### src/rtl/irqd_pkg.sv
`timescale 1ns/1ps
// Shared constants and types for the interrupt distributor.
// Assumes a 10-bit interrupt ID space with 1023 reserved as "none".
package irqd_pkg;
    localparam int ID_W      = 10;
    localparam int PRIO_W    = 8;
    localparam int CPU_COUNT = 1;

    typedef logic [PRIO_W-1:0] prio_t;

    localparam logic [ID_W-1:0] SPURIOUS_ID = 10'd1023;

    // word addresses of the register map
    localparam int A_CTRL   = 'h000;
    localparam int A_CAPS   = 'h001;
    localparam int A_IDENT  = 'h002;
    localparam int A_EN_SET = 'h020;
    localparam int A_EN_CLR = 'h030;
    localparam int A_PD_SET = 'h040;
    localparam int A_PD_CLR = 'h050;
    localparam int A_AC_SET = 'h060;
    localparam int A_AC_CLR = 'h070;
    localparam int A_TRIG   = 'h080;
    localparam int A_PRIO   = 'h100;

    localparam logic [31:0] IDENT_VALUE = 32'h0001_0A5C;
    localparam int CTRL_EN_BIT      = 0;
    localparam int CTRL_FORCED0_BIT = 6;
endpackage

### src/rtl/irqd_regif.sv
`timescale 1ns/1ps
// Register interface: decodes bus writes into per-line set/clear masks,
// holds the control word and muxes read data.
// Assumes NUM_IRQ is a multiple of 32; read data is combinational from reg_addr.
module irqd_regif
    import irqd_pkg::*;
#(
    parameter int NUM_IRQ = 32,
    parameter int ADDR_W  = 10
) (
    input  logic                 clk,
    input  logic                 rst_n,
    input  logic                 reg_sel,
    input  logic                 reg_wr,
    input  logic [ADDR_W-1:0]    reg_addr,
    input  logic [31:0]          reg_wdata,
    output logic [31:0]          reg_rdata,
    input  logic [NUM_IRQ-1:0]   en_q,
    input  logic [NUM_IRQ-1:0]   pd_q,
    input  logic [NUM_IRQ-1:0]   ac_q,
    input  logic [NUM_IRQ-1:0]   edge_q,
    input  prio_t [NUM_IRQ-1:0]  prio_q,
    output logic                 ctrl_en,
    output logic [NUM_IRQ-1:0]   en_set,
    output logic [NUM_IRQ-1:0]   en_clr,
    output logic [NUM_IRQ-1:0]   pd_set,
    output logic [NUM_IRQ-1:0]   pd_clr,
    output logic [NUM_IRQ-1:0]   ac_set,
    output logic [NUM_IRQ-1:0]   ac_clr,
    output logic [NUM_IRQ-1:0]   trig_wr,
    output logic [NUM_IRQ-1:0]   trig_val,
    output logic [NUM_IRQ-1:0]   prio_wr,
    output prio_t [NUM_IRQ-1:0]  prio_val
);
    localparam int WORDS      = NUM_IRQ / 32;
    localparam int PRIO_WORDS = NUM_IRQ / 4;
    localparam logic [31:0] CAPS_VALUE =
        {8'd0, 5'(ID_W - 1), 11'd0, 3'(CPU_COUNT - 1), 5'(WORDS - 1)};

    logic        wr_en;
    logic [31:0] ctrl_q;

    assign wr_en   = reg_sel && reg_wr;
    assign ctrl_en = ctrl_q[CTRL_EN_BIT];

    // Control word storage; one bit is never allowed to stick.
    always_ff @(posedge clk) begin
        if (!rst_n) begin
            ctrl_q <= '0;
        end else if (wr_en && reg_addr == ADDR_W'(A_CTRL)) begin
            ctrl_q <= reg_wdata & ~(32'd1 << CTRL_FORCED0_BIT);
        end
    end

    // Turn a bus write into per-line strobes for every bank.
    always_comb begin
        for (int i = 0; i < NUM_IRQ; i++) begin
            en_set[i]   = wr_en && reg_addr == ADDR_W'(A_EN_SET + i / 32) && reg_wdata[i % 32];
            en_clr[i]   = wr_en && reg_addr == ADDR_W'(A_EN_CLR + i / 32) && reg_wdata[i % 32];
            pd_set[i]   = wr_en && reg_addr == ADDR_W'(A_PD_SET + i / 32) && reg_wdata[i % 32];
            pd_clr[i]   = wr_en && reg_addr == ADDR_W'(A_PD_CLR + i / 32) && reg_wdata[i % 32];
            ac_set[i]   = wr_en && reg_addr == ADDR_W'(A_AC_SET + i / 32) && reg_wdata[i % 32];
            ac_clr[i]   = wr_en && reg_addr == ADDR_W'(A_AC_CLR + i / 32) && reg_wdata[i % 32];
            trig_wr[i]  = wr_en && reg_addr == ADDR_W'(A_TRIG + i / 32);
            trig_val[i] = reg_wdata[i % 32];
            prio_wr[i]  = wr_en && reg_addr == ADDR_W'(A_PRIO + i / 4);
            prio_val[i] = reg_wdata[8 * (i % 4) +: 8];
        end
    end

    // Read mux: both banks of an attribute show its current value.
    always_comb begin
        reg_rdata = '0;
        if (reg_addr == ADDR_W'(A_CTRL))  reg_rdata = ctrl_q;
        if (reg_addr == ADDR_W'(A_CAPS))  reg_rdata = CAPS_VALUE;
        if (reg_addr == ADDR_W'(A_IDENT)) reg_rdata = IDENT_VALUE;
        for (int w = 0; w < WORDS; w++) begin
            if (reg_addr == ADDR_W'(A_EN_SET + w) || reg_addr == ADDR_W'(A_EN_CLR + w))
                reg_rdata = en_q[32 * w +: 32];
            if (reg_addr == ADDR_W'(A_PD_SET + w) || reg_addr == ADDR_W'(A_PD_CLR + w))
                reg_rdata = pd_q[32 * w +: 32];
            if (reg_addr == ADDR_W'(A_AC_SET + w) || reg_addr == ADDR_W'(A_AC_CLR + w))
                reg_rdata = ac_q[32 * w +: 32];
            if (reg_addr == ADDR_W'(A_TRIG + w))
                reg_rdata = edge_q[32 * w +: 32];
        end
        for (int w = 0; w < PRIO_WORDS; w++) begin
            if (reg_addr == ADDR_W'(A_PRIO + w))
                reg_rdata = prio_q[4 * w +: 4];
        end
    end

    assert_ctrl_bit_forced_R9: assert property (@(posedge clk) disable iff (!rst_n)
        wr_en && reg_addr == ADDR_W'(A_CTRL) |=> !ctrl_q[CTRL_FORCED0_BIT]);
endmodule

### src/rtl/irqd_lines.sv
`timescale 1ns/1ps
// Per-line state: enable, pending, active, trigger mode and priority.
// Assumes irq_in is already synchronous to clk. Hardware pending events
// win over a software pending-clear in the same cycle.
module irqd_lines
    import irqd_pkg::*;
#(
    parameter int NUM_IRQ = 32
) (
    input  logic                 clk,
    input  logic                 rst_n,
    input  logic [NUM_IRQ-1:0]   irq_in,
    input  logic [NUM_IRQ-1:0]   en_set,
    input  logic [NUM_IRQ-1:0]   en_clr,
    input  logic [NUM_IRQ-1:0]   pd_set,
    input  logic [NUM_IRQ-1:0]   pd_clr,
    input  logic [NUM_IRQ-1:0]   ac_set,
    input  logic [NUM_IRQ-1:0]   ac_clr,
    input  logic [NUM_IRQ-1:0]   trig_wr,
    input  logic [NUM_IRQ-1:0]   trig_val,
    input  logic [NUM_IRQ-1:0]   prio_wr,
    input  prio_t [NUM_IRQ-1:0]  prio_val,
    input  logic [NUM_IRQ-1:0]   ack_hit,
    input  logic [NUM_IRQ-1:0]   eoi_hit,
    output logic [NUM_IRQ-1:0]   en_q,
    output logic [NUM_IRQ-1:0]   pd_q,
    output logic [NUM_IRQ-1:0]   ac_q,
    output logic [NUM_IRQ-1:0]   edge_q,
    output prio_t [NUM_IRQ-1:0]  prio_q
);
    logic [NUM_IRQ-1:0] prev_in;
    logic [NUM_IRQ-1:0] act_next;
    logic [NUM_IRQ-1:0] hw_pend;

    // Next active state and hardware-raised pending events.
    always_comb begin
        act_next = (ac_q | ac_set | ack_hit) & ~ac_clr & ~eoi_hit;
        hw_pend  = (edge_q & irq_in & ~prev_in) | (~edge_q & irq_in & ~act_next);
    end

    // Flag registers and input history.
    always_ff @(posedge clk) begin
        if (!rst_n) begin
            en_q    <= '0;
            pd_q    <= '0;
            ac_q    <= '0;
            edge_q  <= '0;
            prev_in <= '0;
        end else begin
            en_q    <= (en_q | en_set) & ~en_clr;
            pd_q    <= (pd_q & ~ack_hit & ~pd_clr) | pd_set | hw_pend;
            ac_q    <= act_next;
            edge_q  <= (edge_q & ~trig_wr) | (trig_val & trig_wr);
            prev_in <= irq_in;
        end
    end

    for (genvar g = 0; g < NUM_IRQ; g++) begin : g_line
        // Priority byte of one line.
        always_ff @(posedge clk) begin
            if (!rst_n)          prio_q[g] <= '0;
            else if (prio_wr[g]) prio_q[g] <= prio_val[g];
        end

        assert_enable_set_R1: assert property (@(posedge clk) disable iff (!rst_n)
            en_set[g] && !en_clr[g] |=> en_q[g]);
        assert_ack_activates_R7: assert property (@(posedge clk) disable iff (!rst_n)
            ack_hit[g] && !ac_clr[g] && !eoi_hit[g] |=> ac_q[g]);
        assert_ack_unpends_R7: assert property (@(posedge clk) disable iff (!rst_n)
            ack_hit[g] && !pd_set[g] && !(edge_q[g] && irq_in[g] && !prev_in[g]) |=> !pd_q[g]);
        assert_level_repend_R8: assert property (@(posedge clk) disable iff (!rst_n)
            eoi_hit[g] && !edge_q[g] && irq_in[g] && !ack_hit[g] && !ac_set[g] |=> pd_q[g]);
    end
endmodule

### src/rtl/irqd_arbiter.sv
`timescale 1ns/1ps
// Combinational comparison tree picking the candidate with the lowest
// priority value; the left (lower ID) side wins ties. Pads to a power of two.
module irqd_arbiter
    import irqd_pkg::*;
#(
    parameter int NUM_IRQ = 32
) (
    input  logic [NUM_IRQ-1:0]   cand,
    input  prio_t [NUM_IRQ-1:0]  prio_q,
    output logic                 win_valid,
    output logic [ID_W-1:0]      win_id
);
    localparam int LEVELS = (NUM_IRQ > 1) ? $clog2(NUM_IRQ) : 1;
    localparam int LEAVES = 1 << LEVELS;
    localparam int NODES  = 2 * LEAVES - 1;

    logic [NODES-1:0] nv;
    prio_t            np  [NODES];
    logic [ID_W-1:0]  nid [NODES];

    for (genvar j = 0; j < LEAVES; j++) begin : g_leaf
        if (j < NUM_IRQ) begin : g_real
            assign nv[LEAVES-1+j]  = cand[j];
            assign np[LEAVES-1+j]  = prio_q[j];
            assign nid[LEAVES-1+j] = ID_W'(j);
        end else begin : g_pad
            assign nv[LEAVES-1+j]  = 1'b0;
            assign np[LEAVES-1+j]  = '1;
            assign nid[LEAVES-1+j] = SPURIOUS_ID;
        end
    end

    for (genvar k = 0; k < LEAVES - 1; k++) begin : g_node
        logic take_right;
        assign take_right = nv[2*k+2] && (!nv[2*k+1] || np[2*k+2] < np[2*k+1]);
        assign nv[k]  = nv[2*k+1] | nv[2*k+2];
        assign np[k]  = take_right ? np[2*k+2]  : np[2*k+1];
        assign nid[k] = take_right ? nid[2*k+2] : nid[2*k+1];
    end

    assign win_valid = nv[0];
    assign win_id    = nid[0];
endmodule

### src/rtl/irq_distributor.sv
`timescale 1ns/1ps
// Top of the interrupt distributor: register interface, line state and
// arbitration, plus the acknowledge / end-of-interrupt decode.
// Assumes a single target processor and NUM_IRQ a multiple of 32 (32..256).
module irq_distributor
    import irqd_pkg::*;
#(
    parameter int NUM_IRQ = 32,
    parameter int ADDR_W  = 10
) (
    input  logic               clk,
    input  logic               rst_n,
    input  logic [NUM_IRQ-1:0] irq_in,
    input  logic               reg_sel,
    input  logic               reg_wr,
    input  logic [ADDR_W-1:0]  reg_addr,
    input  logic [31:0]        reg_wdata,
    output logic [31:0]        reg_rdata,
    input  logic               intr_ack,
    input  logic               intr_done,
    input  logic [ID_W-1:0]    done_id,
    output logic               irq_req_o,
    output logic [ID_W-1:0]    irq_id_o
);
    localparam int IDX_W = (NUM_IRQ > 1) ? $clog2(NUM_IRQ) : 1;

    logic [NUM_IRQ-1:0] en_q, pd_q, ac_q, edge_q;
    prio_t [NUM_IRQ-1:0] prio_q, prio_val;
    logic [NUM_IRQ-1:0] en_set, en_clr, pd_set, pd_clr, ac_set, ac_clr;
    logic [NUM_IRQ-1:0] trig_wr, trig_val, prio_wr;
    logic [NUM_IRQ-1:0] ack_hit, eoi_hit;
    logic               ctrl_en, win_valid;
    logic [ID_W-1:0]    win_id;
    logic [IDX_W-1:0]   sel_idx;

    irqd_regif #(.NUM_IRQ(NUM_IRQ), .ADDR_W(ADDR_W)) u_regif (
        .clk(clk), .rst_n(rst_n),
        .reg_sel(reg_sel), .reg_wr(reg_wr), .reg_addr(reg_addr),
        .reg_wdata(reg_wdata), .reg_rdata(reg_rdata),
        .en_q(en_q), .pd_q(pd_q), .ac_q(ac_q), .edge_q(edge_q), .prio_q(prio_q),
        .ctrl_en(ctrl_en),
        .en_set(en_set), .en_clr(en_clr), .pd_set(pd_set), .pd_clr(pd_clr),
        .ac_set(ac_set), .ac_clr(ac_clr), .trig_wr(trig_wr), .trig_val(trig_val),
        .prio_wr(prio_wr), .prio_val(prio_val)
    );

    irqd_lines #(.NUM_IRQ(NUM_IRQ)) u_lines (
        .clk(clk), .rst_n(rst_n), .irq_in(irq_in),
        .en_set(en_set), .en_clr(en_clr), .pd_set(pd_set), .pd_clr(pd_clr),
        .ac_set(ac_set), .ac_clr(ac_clr), .trig_wr(trig_wr), .trig_val(trig_val),
        .prio_wr(prio_wr), .prio_val(prio_val),
        .ack_hit(ack_hit), .eoi_hit(eoi_hit),
        .en_q(en_q), .pd_q(pd_q), .ac_q(ac_q), .edge_q(edge_q), .prio_q(prio_q)
    );

    irqd_arbiter #(.NUM_IRQ(NUM_IRQ)) u_arb (
        .cand(en_q & pd_q), .prio_q(prio_q),
        .win_valid(win_valid), .win_id(win_id)
    );

    // Request output, gated by the global enable.
    always_comb begin
        irq_req_o = ctrl_en && win_valid;
        irq_id_o  = irq_req_o ? win_id : SPURIOUS_ID;
        sel_idx   = win_id[IDX_W-1:0];
    end

    // Map acknowledge and end-of-interrupt strobes onto single lines.
    always_comb begin
        for (int i = 0; i < NUM_IRQ; i++) begin
            ack_hit[i] = intr_ack && irq_req_o && win_id == ID_W'(i);
            eoi_hit[i] = intr_done && done_id == ID_W'(i);
        end
    end

    assert_winner_qualified_R5: assert property (@(posedge clk) disable iff (!rst_n)
        irq_req_o |-> en_q[sel_idx] && pd_q[sel_idx]);
    assert_off_reports_none_R6: assert property (@(posedge clk) disable iff (!rst_n)
        !ctrl_en |-> irq_id_o == SPURIOUS_ID);
    assert_single_ack_R7: assert property (@(posedge clk) disable iff (!rst_n)
        $onehot0(ack_hit));
endmodule

### config.mk
export PLATFORM = sky130hd
export DESIGN_NAME = irq_distributor
export DESIGN_NICKNAME = d
export VERILOG_FILES = /design/src/rtl/irqd_pkg.sv /design/src/rtl/irqd_regif.sv /design/src/rtl/irqd_lines.sv /design/src/rtl/irqd_arbiter.sv /design/src/rtl/irq_distributor.sv
export SDC_FILE = /design/constraint.sdc
export NUM_CORES = 2
export LEC_CHECK = 0
export BUFFER_PORTS_ARGS = -buffer_cell sky130_fd_sc_hd__buf_2
export CORE_ASPECT_RATIO = 0.6
export CORE_MARGIN = 3
export CORE_UTILIZATION = 28
export DETAILED_ROUTE_END_ITERATION = 8
export HOLD_SLACK_MARGIN = 0.12
export PLACE_DENSITY = 0.5
export SYNTH_ARGS = -nofsm -noshare
export SYNTH_HDL_FRONTEND = slang
export SYNTH_HIERARCHICAL = 1
export SYNTH_SLANG_ARGS = --single-unit
### constraint.sdc
create_clock -name clk -period 12.1 [get_ports clk]
set_input_delay 1.21 -clock clk [delete_from_list [all_inputs] [get_ports clk]]
set_output_delay 1.21 -clock clk [all_outputs]
set_load 0.01 [all_outputs]
==> flow_summary_export.csv <==
group,metric,value,unit
placement,dp_slack,-0.370,ns
placement,gp_congestion,0.983,
sta,worst_slew_pin_slew,1.38,ns
sta,period_share,0.967,
cts,tritoncts,"yes",
setup_path,worst_path_largest_cell_delay,0.57,ns
setup_path,cp-end-kind,"output port",
sta,finClkSkew,0.0532,ns
yosys,ys_seq_elements,447,
drt,wl_per_cell,27.6,um
sta,relSlewSlack,0.0555,
cts,numCtsBuffers,47,
cells_and_area,layout_common_cells,"445 x dfxtp_1, 406 x mux2i_1, 308 x nor2b_1, 258 x and2_1, 248 x nand2_1",
drt,drtIter0Drc,4314,
floorplan,start_util,0.285,
sta,finalCriticalPeriod,11.70,ns
cells_and_area,final_nets,4330,
sta,setup_viol,0,
floorplan,rows,99,
cts,clk_path_buf_depth,3,
setup_path,critPathRequiredTime,10.89,ns
drt,drtAntennaViolNets,0,
global_routing,grt_pass1_wl,220000,um
sta,tns,0,ns
run_status,status,"complete, no violations",
yosys,synth-edff-count,0,
placement,placed_area,35400,um2
power_and_ir_drop,leakagePower,13.6,nW
setup_path,startpoint_type,"flop",
sta,worst_slack,0.402,ns
cts,htree_levels,2,
global_routing,antenna_found_initial,20,
cells_and_area,syn2layout_area_growth,7.36,%
flow_run,cap_viol_max_count,0,
power_and_ir_drop,power_density,88.6,nW/um2
sta,maxSlewViolCount,0,
setup_path,reg2reg_depth,48,
setup_path,critPathCapture,"irq_id_o[2]",
cts,insertion_delay,0.68,ns
power_and_ir_drop,irDropWorstVdd,0.109,mV
power_and_ir_drop,p_total,3.33,mW
sta,max_clock_freq,85.5,MHz
yosys,synthDistinctLibCells,110,
global_routing,grt_max_degree,226,
drt,met2_length,57700,um
setup_path,cp.arrival,10.49,ns
placement,dp.cells,5632,
setup_path,regToRegSetupSlack,0.94,ns
yosys,syn_inst,4253,
setup_path,cpMaxStageDelayCell,"mux2i_1",
min_path,min_path_type,"reg -> reg",
placement,place_hpwl,118000,um
cts,clk_pin_slew,0.07,ns
global_routing,gr-total-overflow,0,
drt,routed_via_density,5.45,
global_routing,grt.total_usage,0.234,
drt,highest_layer,"met5",
drt,wl_met3,20700,um
drt,dr_total_vias,31300,
sta,hold_viol_final,0,
floorplan,die-area,129000,um2
min_path,worstHoldStart,"u_regif/ctrl_q[30]",
setup_path,rr_endpoint,"u_lines/pd_q[24]",
setup_path,crit_start,"u_lines/prio_q[51]",
drt,drc_errors,0,
global_routing,grt_pass1_vias,28200,
cts,root_buffer,"clkbuf_16",
drt,m1WireLength,76000,um
drt,drtPass1Iterations,7,
floorplan,die_x,463,um
yosys,syn_area,35000,um2
floorplan,core_area,123000,um2
placement,placement.io_buffers,132,
cells_and_area,layout_commonest_cell,"dfxtp_1",
yosys,seq_area_frac_synth,0.256,
drt,finalWirelength,159000,um
yosys,synth_ff_type,"dfxtp_1",
setup_path,path_max_fanout,10,
cts,cts.sinks,447,
yosys,async_flop_share,0,
yosys,yosysWarnings,6,
floorplan,ios,133,
yosys,syn_avg_cell_area,8.23,um2
setup_path,crit_type,"reg -> out",
setup_path,timing.rr.start,"u_lines/prio_q[51]",
cells_and_area,fin_cells,5750,
cells_and_area,layout-drive-gt1-share,0.152,
cells_and_area,final_area,37600,um2
floorplan,die_y,280,um
## kinds of logic (layout without fill, tap and decap cells)
kind of cell,count (synthesis),in the layout,share of synthesized area
AOI/OAI and AO/OA,804,804,0.152
DFF,447,447,0.256
adders and majority gates,205,205,0.0730
other,1,13,0.000107
buffers and inverters,773,592,0.127
muxes,477,477,0.139
xor gates and xnor gates,1,1,0.000250
and+or+nand+nor,1545,1545,0.254
## repair_timing
| action | 4_1_cts | 5_1_grt |
|---|---|---|
| hold buffers | 0 | 0 |
| pin swaps | 1 | 10 |
| setup endpoints to repair | 56 | 57 |
| resized for setup | 21 | 82 |
| hold endpoints to repair | 0 | 0 |
| setup buffers | 1 | 22 |
## how the worst min path moves through the flow
stage                              end  slack [ns]  depth (start not counted)
finish              u_regif/ctrl_q[30]        0.46                          2
detailed placement  u_regif/ctrl_q[30]        0.45                          2
global route         u_regif/ctrl_q[9]        0.49                          2
CTS                 u_regif/ctrl_q[12]        0.46                          2
global placement    u_regif/ctrl_q[30]        0.44                          2
floorplan           u_regif/ctrl_q[12]        0.43                          2
## power by group
part           leakage, nW  switching [mW]  total (mW)  internal, mW
Sequential            3.62          0.0176        1.50          1.49
Clock                0.766           0.736        1.56         0.829
Combinational         9.21           0.189       0.261        0.0719
## critical path: cells and delay by family (launching register included)
kind	cells	cell delay (ns)
compound gates	21	4.79
simple gates	11	1.53
fa+ha+maj	5	1.29
buf+inv	5	0.89
mux	2	0.89
flops	1	0.39
## routing by layer
metal | global-route usage | up-vias
li1 | - | 14200
met1 | 0.358 | 15300
met2 | 0.297 | 1649
met3 | 0.0855 | 198
met4 | 0.0624 | 2
met5 | 0 | -
## synth_stat cells, types with 20 or more instances
cell type | number | area [um2]
dfxtp_1 | 447 | 8950
mux2i_1 | 429 | 4290
buf_4 | 356 | 2670
nor2b_1 | 308 | 1930
and2_1 | 258 | 1610
nand2_1 | 250 | 938
nor2_1 | 239 | 897
inv_1 | 205 | 769
a21oi_1 | 203 | 1020
ha_1 | 201 | 2510
o21ai_0 | 149 | 746
nor3_1 | 107 | 536
clkbuf_1 | 95 | 357
nor3b_1 | 75 | 563
buf_2 | 61 | 305
a21o_1 | 55 | 413
nor4_1 | 49 | 307
o22ai_1 | 49 | 307
nand2b_1 | 47 | 294
mux2_2 | 44 | 495
nand3_1 | 39 | 195
o21ai_1 | 38 | 190
clkbuf_2 | 34 | 170
a22oi_1 | 32 | 240
a21boi_0 | 27 | 203
o2111ai_1 | 26 | 228
o21a_1 | 26 | 195
nand4_1 | 24 | 150
nor4_2 | 21 | 263
o211ai_1 | 21 | 158
a2111oi_0 | 20 | 175
## metrics by stage
stage / hold slack, ns / utilization
after detailed placement: 0.448 / 0.288
after floorplan: 0.430 / -
after global routing: 0.486 / 0.306
after CTS: 0.455 / 0.302
after global placement: 0.437 / 0.288
final: 0.458 / 0.306
## state kept, by name, summed over array words and instances, names as in the netlist, named ones only
| register | count |
|---|---|
| u_lines/ac_q | 32 |
| u_lines/en_q | 32 |
| u_lines/prev_in | 32 |
| u_lines/pd_q | 32 |
| u_lines/prio_q | 256 |
| u_regif/ctrl_q | 31 |
## cell type report
cell class              count  area (um2)
diodes                      8        20.0
clock buffers              70        1390
clock inverters            16         189
fillers                 13000       85200
inverters                 205         773
multi-input cells        3037       22200
flip-flops and latches    447        8950
well taps                1666        2080
repair buffers            301        1980
Power figures use the tool's default switching activity.
